===== src/rtl/wbc_pkg.sv =====
package wbc_pkg;

    typedef enum logic [1:0] {
        LS_I = 2'd0,
        LS_S = 2'd1,
        LS_E = 2'd2,
        LS_M = 2'd3
    } line_st_t;

    typedef enum logic [1:0] {
        BC_READ  = 2'd0,
        BC_RWITM = 2'd1,
        BC_KILL  = 2'd2,
        BC_WBACK = 2'd3
    } bus_cmd_t;

    typedef enum logic [1:0] {
        FS_IDLE = 2'd0,
        FS_ARB  = 2'd1,
        FS_XFER = 2'd2
    } fsm_st_t;

endpackage


===== src/rtl/wbc_store.sv =====
module wbc_store
    import wbc_pkg::*;
#(
    parameter int NUM_LINES  = 4,
    parameter int LINE_WORDS = 4,
    parameter int WORD_W     = 32,
    parameter int TAG_W      = 6,
    localparam int IDX_W     = $clog2(NUM_LINES),
    localparam int OFF_W     = $clog2(LINE_WORDS),
    localparam int BE_W      = WORD_W / 8,
    localparam int LINE_W    = WORD_W * LINE_WORDS
) (
    input  logic                   clk,
    input  logic                   rst_n,
    input  logic [IDX_W-1:0]       rd_idx,
    input  logic                   upd_en,
    input  line_st_t               upd_state,
    input  logic                   upd_tag_en,
    input  logic [TAG_W-1:0]       upd_tag,
    input  logic                   fill_en,
    input  logic [LINE_W-1:0]      fill_data,
    input  logic                   wr_en,
    input  logic [OFF_W-1:0]       wr_off,
    input  logic [BE_W-1:0]        wr_be,
    input  logic [WORD_W-1:0]      wr_data,
    output logic [TAG_W-1:0]       rd_tag,
    output line_st_t               rd_state,
    output logic [LINE_W-1:0]      rd_line,
    output logic [2*NUM_LINES-1:0] state_vec
);

    line_st_t         st_q  [NUM_LINES];
    logic [TAG_W-1:0] tag_q [NUM_LINES];

    always_ff @(posedge clk or negedge rst_n) begin
        if (!rst_n) begin
            for (int l = 0; l < NUM_LINES; l++) begin
                st_q[l]  <= LS_I;
                tag_q[l] <= '0;
            end
        end else begin
            if (upd_en)     st_q[rd_idx]  <= upd_state;
            if (upd_tag_en) tag_q[rd_idx] <= upd_tag;
        end
    end

    assign rd_tag   = tag_q[rd_idx];
    assign rd_state = st_q[rd_idx];

    for (genvar l = 0; l < NUM_LINES; l++) begin : g_vec
        assign state_vec[2*l +: 2] = st_q[l];
    end

    // One storage column per word offset; fill and byte merge share a write port.
    for (genvar w = 0; w < LINE_WORDS; w++) begin : g_col
        logic [WORD_W-1:0] col_q [NUM_LINES];
        logic [WORD_W-1:0] base;
        logic [WORD_W-1:0] nx;
        logic              hit_word;
        logic              we;

        assign hit_word = wr_en && (wr_off == OFF_W'(w));
        assign we       = fill_en || hit_word;
        assign base     = fill_en ? fill_data[w*WORD_W +: WORD_W] : col_q[rd_idx];

        always_comb begin
            nx = base;
            if (hit_word) begin
                for (int b = 0; b < BE_W; b++) begin
                    if (wr_be[b]) nx[b*8 +: 8] = wr_data[b*8 +: 8];
                end
            end
        end

        always_ff @(posedge clk) begin
            if (we) col_q[rd_idx] <= nx;
        end

        assign rd_line[w*WORD_W +: WORD_W] = col_q[rd_idx];
    end

endmodule


===== src/rtl/wbc_fsm.sv =====
module wbc_fsm
    import wbc_pkg::*;
(
    input  logic     clk,
    input  logic     rst_n,
    input  logic     cpu_req,
    input  logic     cpu_we,
    input  logic     hit,
    input  line_st_t line_st,
    input  logic     bus_gnt,
    input  logic     bus_done,
    output logic     cpu_ready,
    output logic     bus_req,
    output bus_cmd_t bus_cmd,
    output logic     do_local_store,
    output logic     do_kill_done,
    output logic     do_fill_done,
    output logic     do_wb_done
);

    fsm_st_t  state_q, state_d;
    bus_cmd_t cmd_q, cmd_d;
    logic     need_bus;
    bus_cmd_t first_cmd;
    bus_cmd_t fill_cmd;

    assign need_bus  = !hit || (cpu_we && line_st == LS_S);
    assign fill_cmd  = cpu_we ? BC_RWITM : BC_READ;
    assign first_cmd = hit ? BC_KILL : ((line_st == LS_M) ? BC_WBACK : fill_cmd);

    always_ff @(posedge clk or negedge rst_n) begin
        if (!rst_n) begin
            state_q <= FS_IDLE;
            cmd_q   <= BC_READ;
        end else begin
            state_q <= state_d;
            cmd_q   <= cmd_d;
        end
    end

    always_comb begin
        state_d = state_q;
        cmd_d   = cmd_q;
        unique case (state_q)
            FS_IDLE: begin
                if (cpu_req && need_bus) begin
                    state_d = FS_ARB;
                    cmd_d   = first_cmd;
                end
            end
            FS_ARB: begin
                if (bus_gnt) state_d = FS_XFER;
            end
            FS_XFER: begin
                if (bus_done) begin
                    if (cmd_q == BC_WBACK) begin
                        state_d = FS_ARB;
                        cmd_d   = fill_cmd;
                    end else begin
                        state_d = FS_IDLE;
                    end
                end
            end
            default: state_d = FS_IDLE;
        endcase
    end

    always_comb begin
        cpu_ready      = 1'b0;
        bus_req        = 1'b0;
        do_local_store = 1'b0;
        do_kill_done   = 1'b0;
        do_fill_done   = 1'b0;
        do_wb_done     = 1'b0;
        bus_cmd        = cmd_q;
        unique case (state_q)
            FS_IDLE: begin
                cpu_ready      = !(cpu_req && need_bus);
                do_local_store = cpu_req && cpu_we && hit
                                 && (line_st == LS_E || line_st == LS_M);
            end
            FS_ARB: begin
                bus_req = 1'b1;
            end
            FS_XFER: begin
                if (bus_done) begin
                    unique case (cmd_q)
                        BC_WBACK: do_wb_done = 1'b1;
                        BC_KILL: begin
                            do_kill_done = 1'b1;
                            cpu_ready    = 1'b1;
                        end
                        BC_READ, BC_RWITM: begin
                            do_fill_done = 1'b1;
                            cpu_ready    = 1'b1;
                        end
                        default: ;
                    endcase
                end
            end
            default: ;
        endcase
    end

endmodule


===== src/rtl/wb_line_ctrl.sv =====
module wb_line_ctrl
    import wbc_pkg::*;
#(
    parameter int ADDR_W     = 10,
    parameter int WORD_W     = 32,
    parameter int LINE_WORDS = 4,
    parameter int NUM_LINES  = 4,
    localparam int OFF_W     = $clog2(LINE_WORDS),
    localparam int IDX_W     = $clog2(NUM_LINES),
    localparam int TAG_W     = ADDR_W - IDX_W - OFF_W,
    localparam int BE_W      = WORD_W / 8,
    localparam int LINE_W    = WORD_W * LINE_WORDS
) (
    input  logic                   clk,
    input  logic                   rst_n,
    input  logic                   cpu_req,
    input  logic                   cpu_we,
    input  logic [ADDR_W-1:0]      cpu_addr,
    input  logic [BE_W-1:0]        cpu_be,
    input  logic [WORD_W-1:0]      cpu_wdata,
    output logic                   cpu_ready,
    output logic [WORD_W-1:0]      cpu_rdata,
    output logic                   bus_req,
    input  logic                   bus_gnt,
    output logic [1:0]             bus_cmd,
    output logic [ADDR_W-1:0]      bus_addr,
    output logic [LINE_W-1:0]      bus_wdata,
    input  logic                   bus_done,
    input  logic [LINE_W-1:0]      bus_rdata,
    input  logic                   bus_shared,
    output logic [2*NUM_LINES-1:0] line_state
);

    logic [OFF_W-1:0]  req_off;
    logic [IDX_W-1:0]  req_idx;
    logic [TAG_W-1:0]  req_tag;
    logic [TAG_W-1:0]  rd_tag;
    line_st_t          rd_state;
    logic [LINE_W-1:0] rd_line;
    logic              hit;
    bus_cmd_t          cmd;
    logic              do_local_store, do_kill_done, do_fill_done, do_wb_done;
    logic              upd_en;
    line_st_t          upd_state;
    logic              wr_en;

    assign req_off = cpu_addr[OFF_W-1:0];
    assign req_idx = cpu_addr[OFF_W +: IDX_W];
    assign req_tag = cpu_addr[ADDR_W-1 -: TAG_W];
    assign hit     = (rd_state != LS_I) && (rd_tag == req_tag);

    wbc_fsm u_fsm (
        .clk            (clk),
        .rst_n          (rst_n),
        .cpu_req        (cpu_req),
        .cpu_we         (cpu_we),
        .hit            (hit),
        .line_st        (rd_state),
        .bus_gnt        (bus_gnt),
        .bus_done       (bus_done),
        .cpu_ready      (cpu_ready),
        .bus_req        (bus_req),
        .bus_cmd        (cmd),
        .do_local_store (do_local_store),
        .do_kill_done   (do_kill_done),
        .do_fill_done   (do_fill_done),
        .do_wb_done     (do_wb_done)
    );

    always_comb begin
        if (do_wb_done)
            upd_state = LS_I;
        else if (do_fill_done && !cpu_we)
            upd_state = bus_shared ? LS_S : LS_E;
        else
            upd_state = LS_M;
    end

    assign upd_en = do_local_store || do_kill_done || do_fill_done || do_wb_done;
    assign wr_en  = cpu_we && (do_local_store || do_kill_done || do_fill_done);

    wbc_store #(
        .NUM_LINES  (NUM_LINES),
        .LINE_WORDS (LINE_WORDS),
        .WORD_W     (WORD_W),
        .TAG_W      (TAG_W)
    ) u_store (
        .clk        (clk),
        .rst_n      (rst_n),
        .rd_idx     (req_idx),
        .upd_en     (upd_en),
        .upd_state  (upd_state),
        .upd_tag_en (do_fill_done),
        .upd_tag    (req_tag),
        .fill_en    (do_fill_done),
        .fill_data  (bus_rdata),
        .wr_en      (wr_en),
        .wr_off     (req_off),
        .wr_be      (cpu_be),
        .wr_data    (cpu_wdata),
        .rd_tag     (rd_tag),
        .rd_state   (rd_state),
        .rd_line    (rd_line),
        .state_vec  (line_state)
    );

    assign bus_cmd   = cmd;
    assign bus_addr  = (cmd == BC_WBACK) ? {rd_tag, req_idx, {OFF_W{1'b0}}}
                                         : {req_tag, req_idx, {OFF_W{1'b0}}};
    assign bus_wdata = rd_line;
    assign cpu_rdata = do_fill_done ? bus_rdata[req_off*WORD_W +: WORD_W]
                                    : rd_line[req_off*WORD_W +: WORD_W];

endmodule


===== config.mk =====
export PLATFORM = sky130hd
export DESIGN_NAME = wb_line_ctrl
export DESIGN_NICKNAME = d
export VERILOG_FILES = /design/src/rtl/wbc_pkg.sv /design/src/rtl/wbc_store.sv /design/src/rtl/wbc_fsm.sv /design/src/rtl/wb_line_ctrl.sv
export SDC_FILE = /design/constraint.sdc
export NUM_CORES = 1
export LEC_CHECK = 0
export ABC_AREA = 1
export CAP_MARGIN = 10
export CORE_MARGIN = 4
export CORE_UTILIZATION = 50
export CTS_BUF_LIST = sky130_fd_sc_hd__clkbuf_16
export DETAILED_ROUTE_END_ITERATION = 8
export DONT_BUFFER_PORTS = 1
export HOLD_SLACK_MARGIN = 0.15
export PLACE_DENSITY = 0.68
export SYNTH_ARGS = -nofsm -noshare
export SYNTH_HDL_FRONTEND = slang
export SYNTH_SLANG_ARGS = --single-unit

===== constraint.sdc =====
create_clock -name clk -period 6.2 [get_ports clk]
set_clock_uncertainty 0.1 [all_clocks]
set_input_delay 0 -clock clk [delete_from_list [all_inputs] [get_ports clk]]
set_output_delay 0 -clock clk [all_outputs]
set_load 0.02 [all_outputs]

* After elaboration in Yosys (flattened, before gate mapping) *
Memories as Yosys holds them, arrays and structs flattened.
Index checks and enable logic that the tools add are counted.

word-level totals
  memories = 4
  logic and storage cells = 144
  input port bits = 181
  output and inout bits = 182
  RAM bits = 512
  register bits after elaboration = 36

cells by class
  muxes and demuxes = 75
  reductions and logical operators = 34
  bitwise gates (word level) = 1
  shifts and indexed selects = 2
  $lt $le $gt $ge = 2
  eq/ne operators = 16

memories
  name                    words  width  rd ports  clocked after Yosys merged registers in  wr ports  line             RTL
  u_store.g_col[0].col_q  4      32     1         0                                        1         wbc_store.sv:56  logic [WORD_W-1:0] col_q [NUM_LINES];
  u_store.g_col[1].col_q  4      32     1         0                                        1         wbc_store.sv:56
  u_store.g_col[2].col_q  4      32     1         0                                        1         wbc_store.sv:56
  u_store.g_col[3].col_q  4      32     1         0                                        1         wbc_store.sv:56

operators by type and width
  operator                                             count
  two-way mux 32 bit                                   9
  indexed part select 128 x 8 -> 32 bit                2
  two-way mux 8 bit                                    16
  two-way mux 2 bit                                    14
  bitwise mux 24 bit                                   1
  two-way mux 1 bit                                    23
  two-way mux 6 bit                                    3
  equality test 2 bit, second input constant           7
  logical AND 1 bit                                    13
  binary-select mux 6 bit (select 2 bit)               1
  demux 6 bit (select 2 bit)                           1
  two-way mux 10 bit                                   1
  logical OR 1 bit                                     9
  bitwise mux 8 bit                                    1
  equality test 2 x 1 -> 1 bit, second input constant  4
  equality test 6 bit                                  1
  zero test 2 bit                                      3
  inequality test 2 bit, second input constant         3
  case mux 2 bit (3 select lines)                      1
  binary-select mux 2 bit (select 2 bit)               1
  demux 2 bit (select 2 bit)                           1
  case mux 2 bit (2 select lines)                      1
  AND reduction 4 bit                                  1
  nonzero test 2 bit                                   2
  other kinds (9)                                      11

* Depth between registers and ports, before layout *
  depth after elaboration = 16
  depth in mapped cells = 15

* Modules after synthesis *
From an unflattened synthesis, not the netlist that was laid out.

unflattened totals
  cell total of the unflattened synthesis = 3836
  area, all modules = 29595.9 um^2

modules (own cells, without submodules)
  module        area each (um^2)  seq. area each (um^2)  times used  cells each
  wbc_store     25639.6           16175.5                1           2876
  wb_line_ctrl  3673.5            0.0                    1           916
  wbc_fsm       282.8             100.1                  1           44

* Worst setup path after synthesis *
No wires, ideal clock.

  path type = register to register
  start = reg u_store.st_q (netlist bit u_store.state_vec[7])
  end = mem u_store.g_col[0].col_q[2][0] (enable)
  setup time = 0.432 ns
  buffers on the path = 1
  arrival time = 3.096 ns
  path slack = 2.572 ns
  data required time = 5.668 ns
  period minus slack after synthesis = 3.628 ns
  cell stages (with the launch flop) = 12
  cell sequence = dfrtp_1 -> nand3_1 -> nand2_1 -> nor2_1 -> nand2_1 -> nand3_1 -> nor2_2 -> nand4_2 -> nand2_4 -> nand3_4 -> buf_2 -> a21oi_1

on the way
  cells in the longest elaborated chain, start to end = 15

RTL lines
  what                                                       line                RTL
  from (decl)                                                wbc_store.sv:32     line_st_t st_q [NUM_LINES];
  from (signal, indexed assignment)                          wbc_store.sv:42     if (upd_en) st_q[rd_idx] <= upd_state;
  binary-select mux 2 bit (select 2 bit) (*)                 wbc_store.sv:48     assign rd_state = st_q[rd_idx];
  two-way mux 2 bit (not written as such) (*) (2 in series)  wbc_store.sv:48
  nonzero test 2 bit                                         wb_line_ctrl.sv:50  assign hit = (rd_state != LS_I) && (rd_tag == req_tag);
  logical AND 1 bit                                          wb_line_ctrl.sv:50
  logical AND 1 bit                                          wbc_fsm.sv:79       do_local_store = cpu_req && cpu_we && hit
  logical AND 1 bit (*)                                      wbc_fsm.sv:80       && (line_st == LS_E || line_st == LS_M);
  two-way mux 1 bit (*)                                      wbc_fsm.sv:76       unique case (state_q)
  logical OR 1 bit (*) (2 in series)                         wb_line_ctrl.sv:80  assign wr_en = cpu_we && (do_local_store || do_kill_done || do_fill_done);
  logical AND 1 bit (*)                                      wb_line_ctrl.sv:80
  logical AND 1 bit (*)                                      wbc_store.sv:62     assign hit_word = wr_en && (wr_off == OFF_W'(w));
  logical OR 1 bit (*)                                       wbc_store.sv:63     assign we = fill_en || hit_word;
  two-way mux 1 bit (*)                                      wbc_store.sv:76     if (we) col_q[rd_idx] <= nx;
  two-way mux 1 bit (not written as such) (*)                wbc_store.sv:76
  to (decl)                                                  wbc_store.sv:56

Every way passes the cells marked *; elsewhere a longest branch is shown, timed or not. The select of a mux whose other input is x is not followed.

* Worst setup path in the final report *
  start = reg u_fsm.state_q[1]
  end = reg u_store.st_q (netlist bit u_store.state_vec[3])

on the way
  cells in the longest elaborated chain, start to end = 6

RTL lines
  what                    line                RTL
  from (decl)             wbc_fsm.sv:21       fsm_st_t state_q, state_d;
  from (signal assigned)  wbc_fsm.sv:36       state_q <= state_d;
  equality test 2 bit     wbc_fsm.sv:76
  two-way mux 1 bit       wbc_fsm.sv:76
  logical AND 1 bit       wb_line_ctrl.sv:73  else if (do_fill_done && !cpu_we)
  two-way mux 2 bit       wb_line_ctrl.sv:73
  two-way mux 2 bit       wb_line_ctrl.sv:71  if (do_wb_done)
  bitwise mux 8 bit       wbc_store.sv:42

Several ways; a longest one is shown, not always the timed one.
A chain may end at the register's enable or synchronous reset.

==> flow_summary.html <==
<table>
<tr><th>Metric</th><th>Value</th></tr>
<tr><th colspan="2">Worst setup path</th></tr>
<tr><td>Cells along the critical path</td><td>inv_1 -&gt; nor2_1 -&gt; nand2_4 -&gt; inv_2 -&gt; buf_4 -&gt; nand3_1 -&gt; dlygate4sd3_1 -&gt; nand2_1 -&gt; dlygate4sd3_1 -&gt; o21ai_0 -&gt; dlygate4sd3_1</td></tr>
<tr><td>Crit start category</td><td>flop</td></tr>
<tr><td>Worst flop-to-flop path startpoint</td><td>u_fsm.state_q[1]</td></tr>
<tr><td>Worst path required time</td><td>6.60 ns</td></tr>
<tr><td>Max stage delay cell, worst path</td><td>dlygate4sd3_1</td></tr>
<tr><td>Data arrival time of the critical path</td><td>5.10 ns</td></tr>
<tr><td>Combined buffer and inverter count along the critical path</td><td>6</td></tr>
<tr><td>Peak fanout along the critical path</td><td>39</td></tr>
<tr><td>WS Path Type</td><td>flop to flop</td></tr>
<tr><td>Timing startpoint of the critical path</td><td>u_fsm.state_q[1]</td></tr>
<tr><td>Type of destination of the critical path</td><td>flop</td></tr>
<tr><td>Critical path's top delay family</td><td>buffers and inverters</td></tr>
<tr><td>Delay contributed by the slowest stage of the critical path</td><td>0.67 ns</td></tr>
<tr><td>Most prevalent standard cell on the critical path</td><td>dlygate4sd3_1</td></tr>
<tr><th colspan="2">Power</th></tr>
<tr><td>Leakage</td><td>0.0120 µW</td></tr>
<tr><td>Part of the total power dissipated in sequential elements</td><td>44.7%</td></tr>
<tr><td>Power Internal</td><td>6990 µW</td></tr>
<tr><td>Peak ir drop on the vdd network</td><td>0.265 mV</td></tr>
<tr><td>Pwr per Cell Area</td><td>342 nW/µm²</td></tr>
<tr><td>Switching power share of the total</td><td>32.7%</td></tr>
<tr><td>Total net switching power</td><td>3400 µW</td></tr>
<tr><td>Comb power frac</td><td>23.3%</td></tr>
<tr><td>Proportion of power drawn by the clock network</td><td>32.0%</td></tr>
<tr><th colspan="2">Global route</th></tr>
<tr><td>First-pass GRT wire length</td><td>144,000 µm</td></tr>
<tr><td>GRT Total Usage</td><td>35.0%</td></tr>
<tr><td>Largest net degree at the start of global routing</td><td>135</td></tr>
<tr><td>Number of global-route vias before repair</td><td>20,600</td></tr>
<tr><td>Remaining global-route overflow</td><td>0</td></tr>
<tr><td>Antenna violations before repair</td><td>8</td></tr>
<tr><th colspan="2">Yosys</th></tr>
<tr><td>Prevailing post-synth register cell</td><td>edfxtp_1</td></tr>
<tr><td>EDFF count, synth</td><td>512</td></tr>
<tr><td>Fraction of registers with async set or reset after synthesis</td><td>6.57%</td></tr>
<tr><td>Fraction of the yosys area taken by sequential cells</td><td>63.1%</td></tr>
<tr><td>Post-synthesis register bit count</td><td>548</td></tr>
<tr><td>Cell types with the largest area share after synthesis</td><td>edfxtp_1, nand2_1, a22oi_1</td></tr>
<tr><td>Top-count cell post-synth</td><td>nand2_1</td></tr>
<tr><td>Post-Synthesis Cell Area</td><td>25,800 µm²</td></tr>
<tr><td>Gate count of the mapped netlist</td><td>2,619</td></tr>
<tr><td>Cell taking the most area after synthesis</td><td>edfxtp_1</td></tr>
<tr><td>Number of distinct library cells after synthesis</td><td>27</td></tr>
<tr><td>Proportion of netlist area held by the largest area contributor</td><td>59.6%</td></tr>
<tr><td>Leading cell types by count after synthesis</td><td>nand2_1, edfxtp_1, a22oi_1, nand4_1, nand3_1</td></tr>
<tr><td>Synth warn</td><td>0</td></tr>
<tr><td>Avg Inst Size Synth</td><td>9.84 µm²</td></tr>
<tr><th colspan="2">Timing</th></tr>
<tr><td>RSZ-0062 raised after global routing</td><td>false</td></tr>
<tr><td>Maximum clock frequency</td><td>213 MHz</td></tr>
<tr><td>Total Negative Setup Slacks</td><td>0 ns</td></tr>
<tr><td>Slew Limit Fails</td><td>0</td></tr>
<tr><td>Final worst-path setup slack</td><td>1.51 ns</td></tr>
<tr><td>Relative slew margins</td><td>29.5%</td></tr>
<tr><td>Transition time at the pin with the least slew margin</td><td>1.06 ns</td></tr>
<tr><td>Min Tclk post-route</td><td>4.69 ns</td></tr>
<tr><td>Final number of setup-violating endpoints</td><td>0</td></tr>
<tr><td>Final period utilization</td><td>75.7%</td></tr>
<tr><td>Final hold violations</td><td>0</td></tr>
<tr><th colspan="2">Placement</th></tr>
<tr><td>Cell total after placement</td><td>3,152</td></tr>
<tr><td>Detailed Place HPWL</td><td>64,800 µm</td></tr>
<tr><td>Area after DPL</td><td>26,300 µm²</td></tr>
<tr><td>Dpl ws</td><td>2.58 ns</td></tr>
<tr><td>IO buf count</td><td>0</td></tr>
<tr><td>Final weighted congestion in routability-driven placement</td><td>0.981</td></tr>
<tr><th colspan="2">Die</th></tr>
<tr><td>Starting density of the core</td><td>51.0%</td></tr>
<tr><td>I/O pins</td><td>363</td></tr>
<tr><td>Chip width</td><td>235 µm</td></tr>
<tr><td>Vert. Die Dim</td><td>235 µm</td></tr>
<tr><td>Core area</td><td>50,600 µm²</td></tr>
<tr><td>Die footprint</td><td>55,300 µm²</td></tr>
<tr><td>Std-Cell Rows</td><td>82</td></tr>
<tr><th colspan="2">Clocking</th></tr>
<tr><td>Sink Count</td><td>548</td></tr>
<tr><td>Clock Tree Root</td><td>clkbuf_16</td></tr>
<tr><td>Worst-Skew Late Latency</td><td>0.62 ns</td></tr>
<tr><td>Deepest level of the CTS H-tree</td><td>2</td></tr>
<tr><td>CTS buffer count</td><td>55</td></tr>
<tr><td>Max Buffers Root-to-Sink</td><td>3</td></tr>
<tr><td>CTS tree</td><td>done</td></tr>
<tr><td>Clock transition at the register clock pins on the worst setup and hold paths after CTS</td><td>0.07 ns</td></tr>
<tr><th colspan="2">Routing</th></tr>
<tr><td>Detailed-route vias per instance</td><td>6.40</td></tr>
<tr><td>Aggregate routed wire length</td><td>101,000 µm</td></tr>
<tr><td>Vias post-DR</td><td>22,200</td></tr>
<tr><td>Detailed-routing iteration count for the pre-antenna-repair pass</td><td>6</td></tr>
<tr><td>Number of DRC markers in iteration 0</td><td>3,417</td></tr>
<tr><td>DRC violation count after routing</td><td>0</td></tr>
<tr><td>Antenna-violating nets left</td><td>0</td></tr>
<tr><td>Per-cell routed wire length</td><td>29.1 µm</td></tr>
<tr><th colspan="2">Outcome</th></tr>
<tr><td>Result of the run</td><td>finished clean</td></tr>
<tr><th colspan="2">Finish</th></tr>
<tr><td>Final-stage net count</td><td>2,941</td></tr>
<tr><td>Area delta synth-&gt;final</td><td>17.9%</td></tr>
<tr><td>Cell area after layout</td><td>30,400 µm²</td></tr>
<tr><td>Non-filler cells in the finished layout</td><td>3,475</td></tr>
<tr><td>Layout cells sized above 1</td><td>5.71%</td></tr>
<tr><th colspan="2">Worst hold path</th></tr>
<tr><td>Worst min-delay path startpoint</td><td>cpu_addr[9]</td></tr>
<tr><td>Type of the most critical hold path</td><td>input port to flop</td></tr>
<tr><th colspan="2">Flow run</th></tr>
<tr><td>Count of maximum capacitance violations</td><td>0</td></tr>
</table>
## layout by cell type, fill, tap and decap left out, types with 36 or more instances in the layout
master	Yosys	routed
dfrtp_1	36	36
buf_4	6	43
nand3_1	85	85
o21ai_0	40	40
a22oi_1	191	191
nand4_1	161	161
inv_1	29	38
nor2_1	79	74
nand2_1	1204	1203
clkbuf_16	0	57
dlygate4sd3_1	0	219
edfxtp_1	512	512
a31oi_1	64	64
## state kept, by name (all words and copies together) (netlist names)
name and flops:
u_store.g_col.col_q 512, u_fsm.bus_cmd 2, u_fsm.state_q 2, u_store.tag_q 24, u_store.state_vec 8
## stage by stage
stage	hold slack (ns)	util (%)	power (µW)
CTS	0.151	60.1	10300
finish	0.150	60.1	10400
global placement	-0.395	52.1	6760
global route	0.175	60.1	10700
detailed placement	-0.395	52.1	6830
floorplan	-0.396	-	6110
## worst register-to-register path: stages, from the launching register on
cell           delay, ns
dfrtp_1             0.35
inv_1               0.09
nor2_1              0.47
nand2_4             0.17
inv_2               0.54
buf_4               0.66
nand3_1             0.19
dlygate4sd3_1       0.59
nand2_1             0.07
dlygate4sd3_1       0.67
o21ai_0             0.11
dlygate4sd3_1       0.56
## worst paths after layout
path / to / slack, ns / cells after the start
max: u_store.state_vec[3] / 1.51 / 11
min: u_store.tag_q[11] / 0.15 / 3
max reg2reg: u_store.state_vec[3] / 1.51 / 11
min reg2reg: u_store.tag_q[1] / 0.39 / 2
max in group asynchronous: u_store.tag_q[4] / 5.42 / 4
min in group asynchronous: u_store.state_vec[7] / 0.38 / 4
## what timing repair did
action / CTS / global route
hold buffers: 223 / 0
endpoints found under the hold margin: 682 / 0
setup buffers: 0 / 0
resized for setup: 0 / 0
## layout make-up
| type | instances | area [µm²] |
|---|---|---|
| clock inverter | 40 | 334 |
| multi-input combinational | 1855 | 8740 |
| clock buffer | 57 | 1430 |
| inverter | 32 | 125 |
| sequential | 548 | 16300 |
| fill | 4083 | 20200 |
| antenna | 3 | 7.51 |
| timing repair buffer | 268 | 2640 |
| tap | 672 | 841 |
## cells by family after synthesis
family,Yosys count,synth area share [%]
AND/OR/NAND/NOR,1539,24.7
flip-flops,548,63.1
AO/OA/AOI/OAI,314,8.29
buffers and inverters,217,3.88
other,1,0.0145
## layer usage
metal	track usage, %	wire (µm)	vias to the layer above
li1	-	-	9515
met1	45.0	35700	10700
met2	52.2	44500	1731
met3	12.0	13900	317
met4	19.5	6870	6
met5	0	69	-
## power groups by stage
stage          clock network (µW)  logic, µW  registers (µW)
2_1_floorplan                   0       1420            4690
3_3_place_gp                    0       2060            4710
3_5_place_dp                    0       2110            4720
4_1_cts                      3330       2340            4640
5_1_grt                      3470       2570            4660
6_report                     3320       2420            4650
No activity file was read; power rests on OpenSTA's default activity.
